$ cat src/rtl/predmask_gen.sv
module predmask_gen #(
  parameter int MAX_VL    = 64,
  parameter int CR_FIELDS = 64,
  parameter int CR_BASE   = 6
) (
  input  logic                         clk,
  input  logic                         rst_n,
  input  logic                         start,
  input  logic [3:0]                   code,
  input  logic [$clog2(MAX_VL+1)-1:0]  vl,
  input  logic [MAX_VL-1:0]            reg_a,
  input  logic [MAX_VL-1:0]            reg_b,
  input  logic [MAX_VL-1:0]            reg_c,
  output logic                         busy,
  output logic                         done,
  output logic                         illegal,
  output logic [MAX_VL-1:0]            mask,
  output logic                         cr_rd_en,
  output logic [$clog2(CR_FIELDS)-1:0] cr_rd_idx,
  input  logic [3:0]                   cr_rd_data
);
  localparam int VLW = $clog2(MAX_VL + 1);
  localparam int EIW = $clog2(MAX_VL);
  localparam int CIW = $clog2(CR_FIELDS);
  localparam logic [VLW-1:0] VL_TOP   = VLW'(MAX_VL);
  localparam logic [CIW-1:0] IDX_LAST = CIW'(CR_FIELDS - 1);
  localparam logic [CIW-1:0] IDX_BASE = CIW'(CR_BASE);

  logic              busy_q, done_q, illegal_q;
  logic [2:0]        sel_q;
  logic [VLW-1:0]    vl_q, elem_q;
  logic [CIW-1:0]    idx_q;
  logic [MAX_VL-1:0] mask_q;

  logic              accept;
  logic [VLW-1:0]    vl_eff;
  logic [MAX_VL-1:0] lim, int_src, int_mask;
  logic              flag_bit;

  assign accept = start & ~busy_q;
  assign vl_eff = (vl > VL_TOP) ? VL_TOP : vl;

  for (genvar i = 0; i < MAX_VL; i++) begin : g_lim
    assign lim[i] = VLW'(i) < vl_eff;
  end

  always_comb begin
    case (code[2:1])
      2'b01:   int_src = reg_a;
      2'b10:   int_src = reg_b;
      2'b11:   int_src = reg_c;
      default: int_src = '0;
    endcase
  end

  assign int_mask = (int_src ^ {MAX_VL{code[0]}}) & lim;
  assign flag_bit = cr_rd_data[~sel_q[2:1]] ^ sel_q[0];

  always_ff @(posedge clk or negedge rst_n) begin
    if (!rst_n) begin
      busy_q    <= 1'b0;
      done_q    <= 1'b0;
      illegal_q <= 1'b0;
      sel_q     <= '0;
      vl_q      <= '0;
      elem_q    <= '0;
      idx_q     <= '0;
      mask_q    <= '0;
    end else begin
      done_q    <= 1'b0;
      illegal_q <= 1'b0;
      if (accept) begin
        vl_q  <= vl_eff;
        sel_q <= code[2:0];
        if (code == 4'b0000) begin
          done_q    <= 1'b1;
          illegal_q <= 1'b1;
          mask_q    <= '0;
        end else if (!code[3] || vl_eff == '0) begin
          done_q <= 1'b1;
          mask_q <= code[3] ? '0 : int_mask;
        end else begin
          busy_q <= 1'b1;
          elem_q <= '0;
          idx_q  <= IDX_BASE;
          mask_q <= '0;
        end
      end else if (busy_q) begin
        mask_q[elem_q[EIW-1:0]] <= flag_bit;
        idx_q  <= (idx_q == IDX_LAST) ? '0 : idx_q + 1'b1;
        elem_q <= elem_q + 1'b1;
        if (elem_q == vl_q - 1'b1) begin
          busy_q <= 1'b0;
          done_q <= 1'b1;
        end
      end
    end
  end

  assign busy      = busy_q;
  assign done      = done_q;
  assign illegal   = illegal_q;
  assign mask      = mask_q;
  assign cr_rd_en  = busy_q;
  assign cr_rd_idx = idx_q;

  assert_illegal_nomask_R1: assert property (@(posedge clk) disable iff (!rst_n)
    illegal |-> (done && mask == '0));

  assert_int_one_cycle_R4: assert property (@(posedge clk) disable iff (!rst_n)
    (start && !busy && !code[3]) |=> (done && !cr_rd_en));

  assert_first_field_R6: assert property (@(posedge clk) disable iff (!rst_n)
    (start && !busy && code[3] && vl != '0) |=> (cr_rd_en && cr_rd_idx == IDX_BASE));

  assert_index_wrap_R6: assert property (@(posedge clk) disable iff (!rst_n)
    (cr_rd_en && cr_rd_idx == IDX_LAST) |=> (!cr_rd_en || cr_rd_idx == '0));

  assert_mask_below_vl_R7: assert property (@(posedge clk) disable iff (!rst_n)
    done |-> ((mask >> vl_q) == '0));

  assert_zero_length_R8: assert property (@(posedge clk) disable iff (!rst_n)
    (start && !busy && vl == '0) |=> (done && !cr_rd_en && mask == '0));

  assert_busy_done_excl_R9: assert property (@(posedge clk) disable iff (!rst_n)
    !(done && busy));
endmodule

$ cat config.mk
export PLATFORM = sky130hd
export DESIGN_NAME = predmask_gen
export DESIGN_NICKNAME = d
export VERILOG_FILES = /design/src/rtl/predmask_gen.sv
export SDC_FILE = /design/constraint.sdc
export NUM_CORES = 1
export LEC_CHECK = 0
export ABC_CLOCK_PERIOD_IN_PS = 2100
export CORE_MARGIN = 1
export CORE_UTILIZATION = 31
export CTS_BUF_LIST = sky130_fd_sc_hd__clkbuf_16
export DETAILED_ROUTE_END_ITERATION = 10
export DONT_BUFFER_PORTS = 1
export GPL_TIMING_DRIVEN = 0
export SETUP_SLACK_MARGIN = 0.3
export SYNTH_ARGS = -nofsm -noshare
export SYNTH_HDL_FRONTEND = slang
export SYNTH_SLANG_ARGS = --single-unit
$ cat constraint.sdc
create_clock -name clk -period 2.1 [get_ports clk]
set_input_delay 0.42 -clock clk [delete_from_list [all_inputs] [get_ports clk]]
set_output_delay 0.42 -clock clk [all_outputs]
set_load 0.05 [all_outputs]
==> impl_metrics.env, run 1 <==
export IMPL_status="finished with violations"
export IMPL_violations="hold timing"
export IMPL_fillers=2269
export IMPL_drive_above_1_share_pct=32.6
export IMPL_power_density_mw_per_mm2=1560
export IMPL_cts_htree_levels=3
export IMPL_initial_core_util_pct=31.5
export IMPL_final_common_cell="dfrtp_1"
export IMPL_clock_path_buffers=2
export IMPL_netlist_instances=839
export IMPL_crit_chain="nand2b_4, buf_8, or3_4, buf_12, a21oi_4, buf_12, buf_6, nand2_1, o311ai_1"
export IMPL_vias=7261
export IMPL_die_h_um=154
export IMPL_fin_area_mm2=0.00898
export IMPL_drc_errors=0
export IMPL_core_area_mm2=0.0226
export IMPL_grt_pass1_wl_um=44000
export IMPL_synth_seq_cells=90
export IMPL_wl_um=30800
export IMPL_cp_max_fo=7
export IMPL_fmax_mhz=492
export IMPL_gp_congestion=0.952
export IMPL_hold_violations=90
export IMPL_path_common_cell="buf_12"
export IMPL_final_instance_count_excl_fill=1186
export IMPL_yosysSeqAreaShare_pct=31.7
export IMPL_die_w_um=154
export IMPL_slew_headroom_pct=45.9
export IMPL_first_iter_violations=590
export IMPL_cts_tree="built"
export IMPL_grt_overflow_total=0
export IMPL_die_area_mm2=0.0236
export IMPL_slowest_stage="dfrtp_2"
export IMPL_peakVddDrop_uv=597
export IMPL_rows=55
export IMPL_syn_to_final_growth_pct=26.3
export IMPL_drtPass1Iterations=8
export IMPL_dpl_cell_area_mm2=0.00747
export IMPL_port_buffers=0
export IMPL_grt_max_degree=91
export IMPL_syn_nets=1052
export IMPL_holdCritPathClass="in2async"
export IMPL_finalMaxSlewViolations=0
export IMPL_avgSynthCellArea_um2=8.48
export IMPL_setup_violations=0
export IMPL_power_leakage_nw=3.38
export IMPL_viasPerCell=6.12
export IMPL_tightestPinTransition_ps=808
export IMPL_grt_pass1_vias=6844
export IMPL_final_cell_mix="86 x dfrtp_1, 67 x a22oi_1, 64 x mux2_2, 62 x nor2_1, 59 x o21ai_0"
export IMPL_fin_crit_sh_pct=96.9
export IMPL_netlist_area_mm2=0.00712
export IMPL_ys_types=57
export IMPL_nets=1108
export IMPL_ys_flop_type="dfrtp_1"
export IMPL_worst_setup_path_end_kind="flip-flop"
export IMPL_synth_edf_count=0
export IMPL_worst_skew_pair_late_latency_ps=360
export IMPL_critPathLaunchType="flip-flop"
export IMPL_grt_util_all_layers_pct=25.2
export IMPL_path_class="reg2reg"
export IMPL_drtAntennaViolNets=0
export IMPL_worst_hold_slack_ps=-243
export IMPL_rrSetupSlack_ps=70
export IMPL_critPathMaxStageDelay_ps=540
export IMPL_maxCapViolations=0
export IMPL_rsz0062_at_grt="yes"
export IMPL_place_inst=1124
export IMPL_dpl_hpwl_um=22500
export IMPL_period_minus_slack_ps=2030
export IMPL_io_pins=284
export IMPL_cts_root_buf="clkbuf_16"
export IMPL_skew_ps=13.6
export IMPL_antenna_found_initial=1
export IMPL_ys_async_sr_fraction_pct=100
export IMPL_ys_warn_count=0
export IMPL_numCtsBuffers=9
export IMPL_clk_pin_slew_ps=70
export IMPL_worstPathArrival_ps=2300
export IMPL_crit_required_ps=2360
export IMPL_wl_per_cell_um=26.0
export IMPL_cts_sinks=90
-- registers in the layout, indices dropped and copies added (netlist names) --
signal     cells
illegal        1
busy           1
done           1
sel_q          3
vl_q           7
elem_q         7
mask          64
cr_rd_idx      6
-- final cells by class --
cell class              count  area, µm²  share of cell area [%]
diodes                      1       2.50                  0.0279
plain buffers              78        487                    5.42
clock buffers               9        225                    2.51
clock inverters             7       98.8                    1.10
inverters                   6       22.5                   0.251
multi-input cells         665       5040                    56.1
flip-flops and latches     90       2260                    25.1
well taps                 285        357                    3.97
repair buffers             45        498                    5.54
-- path summary, 6_finish.rpt --
check | startpoint | to | cells after the start
hold reg to reg | vl_q[6] | vl_q[6] | 2
setup / recovery | busy | mask[23] | 9
hold / removal | rst_n | cr_rd_idx[0] | 0
min in group clk | vl[0] | vl_q[0] | 2
max in group asynchronous | rst_n | mask[5] | 0
setup reg to reg | busy | mask[23] | 9
-- layer usage --
metal	wire [µm]	up-vias	GRT usage (%)
li1	-	3237	-
met1	12300	3532	31.2
met2	14500	418	40.7
met3	2870	74	7.47
met4	1190	0	10.9
met5	0	-	0
-- synth_stat cells, drive strengths merged (13+ instances only) --
library cell | instances | share of area, %
a22oi | 67 | 7.1
buf | 40 | 3.2
clkbuf | 38 | 2.0
dfrtp | 90 | 32
mux2 | 64 | 10
nand2 | 73 | 3.9
nand3 | 17 | 1.2
nor2 | 68 | 3.7
nor3 | 22 | 1.5
o211ai | 29 | 3.1
o21ai | 105 | 7.4
o22ai | 34 | 3.0
o311ai | 13 | 1.6
xnor2 | 31 | 3.9
xor2 | 47 | 5.9
-- per-stage QoR --
stage               TNS, ps  worst slack (ps)  utilization (%)  power (W)
detailed placement   -11870              -431             33.1    0.00969
CTS                       0              94.5             37.9     0.0132
finish                    0              65.8             39.8     0.0140
floorplan                 0               307                -    0.00812
global placement     -12860              -462             33.1    0.00962
global route              0              39.0             39.8     0.0145
-- critical path: cells and delay by family (launching register included) --
family,cells,cell delay (ps)
and+or+nand+nor,3,640
AOI/OAI and AO/OA,2,200
DFF,1,540
buffers and inverters,4,560
-- power by group --
group	switching [W]	leakage, nW	total, W	internal (W)
Clock	0.000795	0.157	0.00185	0.00106
Sequential	0.00292	1.17	0.00536	0.00244
Combinational	0.00372	2.05	0.00681	0.00309
-- logic make-up (layout without fill, tap and decap cells) --
family / after synthesis / in the layout / share of synthesized area (%)
AO/OA/AOI/OAI: 285 / 285 / 26.1
AND/OR/NAND/NOR: 231 / 231 / 15.6
flip-flops: 90 / 90 / 31.7
buffers and inverters: 84 / 145 / 5.50
XOR/XNOR: 78 / 78 / 9.81
multiplexers: 68 / 68 / 10.9
adder cells (fa/ha/maj): 3 / 3 / 0.528
other: 0 / 1 / 0
-- what timing repair did --
action / in CTS / in global routing
endpoints found under the hold margin: 90 / 90
gates resized for setup: 132 / 105
cloned: 5 / 0
pin swaps: 56 / 33
setup buffers: 28 / 12
endpoints found under the setup margin: 88 / 82
Power figures use the tool's default switching activity.
==> run 2, diff against run 1 <==
SETUP_SLACK_MARGIN = unset   (was 0.3)
==> run 2 against run 1 <==
Against the previous run: via count fell by 5.1%; the flow still finishes with violations (hold timing); critical path depth down 3; largest cell class unchanged; wire length fell by 4.3%; cell count down 2.8%; sequential power decreased by 0.9%; non-clock buffer count is 34 lower; worst hold slack got worse by 2.0 ps; worst setup slack worse by 44 ps.
==> impl_metrics.env, run 2 (same netlist as run 1, synthesis figures left out) <==
export IMPL_vias=6889
export IMPL_dp_slack_ps=-573
export IMPL_first_iter_violations=513
export IMPL_core_area_mm2=0.0226
export IMPL_drc_errors=0
export IMPL_fin_crit_sh_pct=99.0
export IMPL_die_h_um=154
export IMPL_worst_skew_pair_late_latency_ps=370
export IMPL_worst_hold_slack_ps=-245
export IMPL_fin_ws_ps=21.5
export IMPL_io_pins=284
export IMPL_clkPwrFrac_pct=14.5
export IMPL_skew_ps=11.4
export IMPL_finalMaxSlewViolations=0
export IMPL_worstPathArrival_ps=2350
export IMPL_cts_htree_levels=3
export IMPL_combPwrFrac_pct=40.0
export IMPL_cell_internal_pwr_w=0.00512
export IMPL_p_switching_w=0.00656
export IMPL_tns_ps=0
export IMPL_place_inst=1124
export IMPL_fmax_mhz=481
export IMPL_holdCritPathClass="in2async"
export IMPL_viasPerCell=5.97
export IMPL_drtPass1Iterations=5
export IMPL_rr_worst_depth=6
export IMPL_hold_violations=90
export IMPL_final_cell_mix="89 x dfrtp_1, 83 x o21ai_0, 73 x nand2_1, 67 x a22oi_1, 65 x nor2_1"
export IMPL_path_class="reg2reg"
export IMPL_tightestPinTransition_ps=1110
export IMPL_initial_core_util_pct=31.5
export IMPL_wl_um=29500
export IMPL_swShare_pct=56.2
export IMPL_slew_headroom_pct=25.7
export IMPL_wl_per_cell_um=25.6
export IMPL_grt_pass1_wl_um=42600
export IMPL_crit_required_ps=2380
export IMPL_power_leakage_nw=2.94
export IMPL_rrSetupSlack_ps=20
export IMPL_numCtsBuffers=9
export IMPL_reg2reg_to="mask[24]"
export IMPL_antenna_found_initial=1
export IMPL_largest_reg_flops=64
export IMPL_setup_violations=0
export IMPL_cts_sinks=90
export IMPL_syn_to_final_growth_pct=11.7
export IMPL_grt_max_degree=91
export IMPL_cp_startpoint="busy"
export IMPL_crit_end="mask[24]"
export IMPL_power_density_mw_per_mm2=1470
export IMPL_cp_max_fo=7
export IMPL_final_instance_count_excl_fill=1153
export IMPL_gp_congestion=0.968
export IMPL_peakVddDrop_uv=536
export IMPL_worst_setup_path_end_kind="flip-flop"
export IMPL_nets=1075
export IMPL_pwr_share_seq_pct=45.5
export IMPL_cts_root_buf="clkbuf_16"
export IMPL_die_w_um=154
export IMPL_violations="hold timing"
export IMPL_grt_pass1_vias=6618
export IMPL_fillers=2415
export IMPL_die_area_mm2=0.0236
export IMPL_critPathLaunchType="flip-flop"
export IMPL_clk_pin_slew_ps=60
export IMPL_drtAntennaViolNets=0
export IMPL_maxCapViolations=0
export IMPL_rows=55
export IMPL_grt_overflow_total=0
export IMPL_grt_util_all_layers_pct=24.5
export IMPL_clock_path_buffers=2
export IMPL_r2r_start="busy"
export IMPL_dpl_hpwl_um=22700
export IMPL_rsz0062_at_grt="yes"
export IMPL_port_buffers=0
export IMPL_status="finished with violations"
export IMPL_period_minus_slack_ps=2080
export IMPL_cts_tree="built"
export IMPL_final_common_cell="dfrtp_1"
export IMPL_drive_above_1_share_pct=17.4
==> run 2: how the worst min path moves through the flow <==
stage	start	endpoint	cells past startpoint
after global placement	rst_n	cr_rd_idx[2]	0
after detailed placement	rst_n	cr_rd_idx[5]	0
after CTS	rst_n	mask[15]	0
after floorplan	rst_n	busy	0
final	rst_n	cr_rd_idx[2]	0
after global routing	rst_n	mask[60]	0
==> run 2: layout make-up <==
| cell class | instances | area (µm²) | area share [%] |
|---|---|---|---|
| clock buffers | 9 | 225 | 2.83 |
| well taps | 285 | 357 | 4.49 |
| flip-flops and latches | 90 | 2260 | 28.4 |
| multi-input cells | 666 | 4540 | 57.1 |
| plain buffers | 77 | 387 | 4.86 |
| diodes | 1 | 2.50 | 0.0315 |
| clock inverters | 7 | 68.8 | 0.866 |
| repair buffers | 12 | 93.8 | 1.18 |
| inverters | 6 | 22.5 | 0.283 |
==> run 2: repair_timing <==
item | 4_1_cts | 5_1_grt
gates resized for setup | 14 | 18
setup buffers | 3 | 9
endpoints found under the hold margin | 90 | 90
setup endpoints to repair | 75 | 50
pin swaps | 2 | 5
cloned | 0 | 1
==> run 2: power groups by stage <==
stage          sequential [W]  clock (W)  combinational (W)
2_1_floorplan         0.00495          0            0.00317
3_3_place_gp          0.00533          0            0.00430
3_5_place_dp          0.00534          0            0.00436
4_1_cts               0.00531    0.00170            0.00446
5_1_grt               0.00543    0.00178            0.00507
6_report              0.00531    0.00169            0.00467
==> run 2: metrics by stage <==
| stage | total power, W | utilization [%] | area (µm²) |
|---|---|---|---|
| final | 0.0117 | 35.2 | 7950 |
| after global routing | 0.0123 | 35.2 | 7950 |
| after detailed placement | 0.00970 | 33.1 | 7470 |
| after floorplan | 0.00812 | - | 7120 |
| after CTS | 0.0115 | 34.6 | 7820 |
| after global placement | 0.00963 | 33.1 | 7470 |
==> run 2: per-layer routing <==
| layer | up-vias | share of wire (%) | GRT usage (%) |
|---|---|---|---|
| met5 | - | 0 | 0 |
| met2 | 364 | 48 | 41.3 |
| met3 | 46 | 9.4 | 6.85 |
| met4 | 0 | 3.0 | 8.43 |
| li1 | 3170 | - | - |
| met1 | 3309 | 40 | 29.8 |
==> run 2: critical path, cell delays in order, from the launching register on <==
cell      delay (ps)
dfrtp_4          590
nand2b_4         220
or3_4            430
buf_12           150
a21oi_4          280
o21ai_1          160
o22ai_1          160
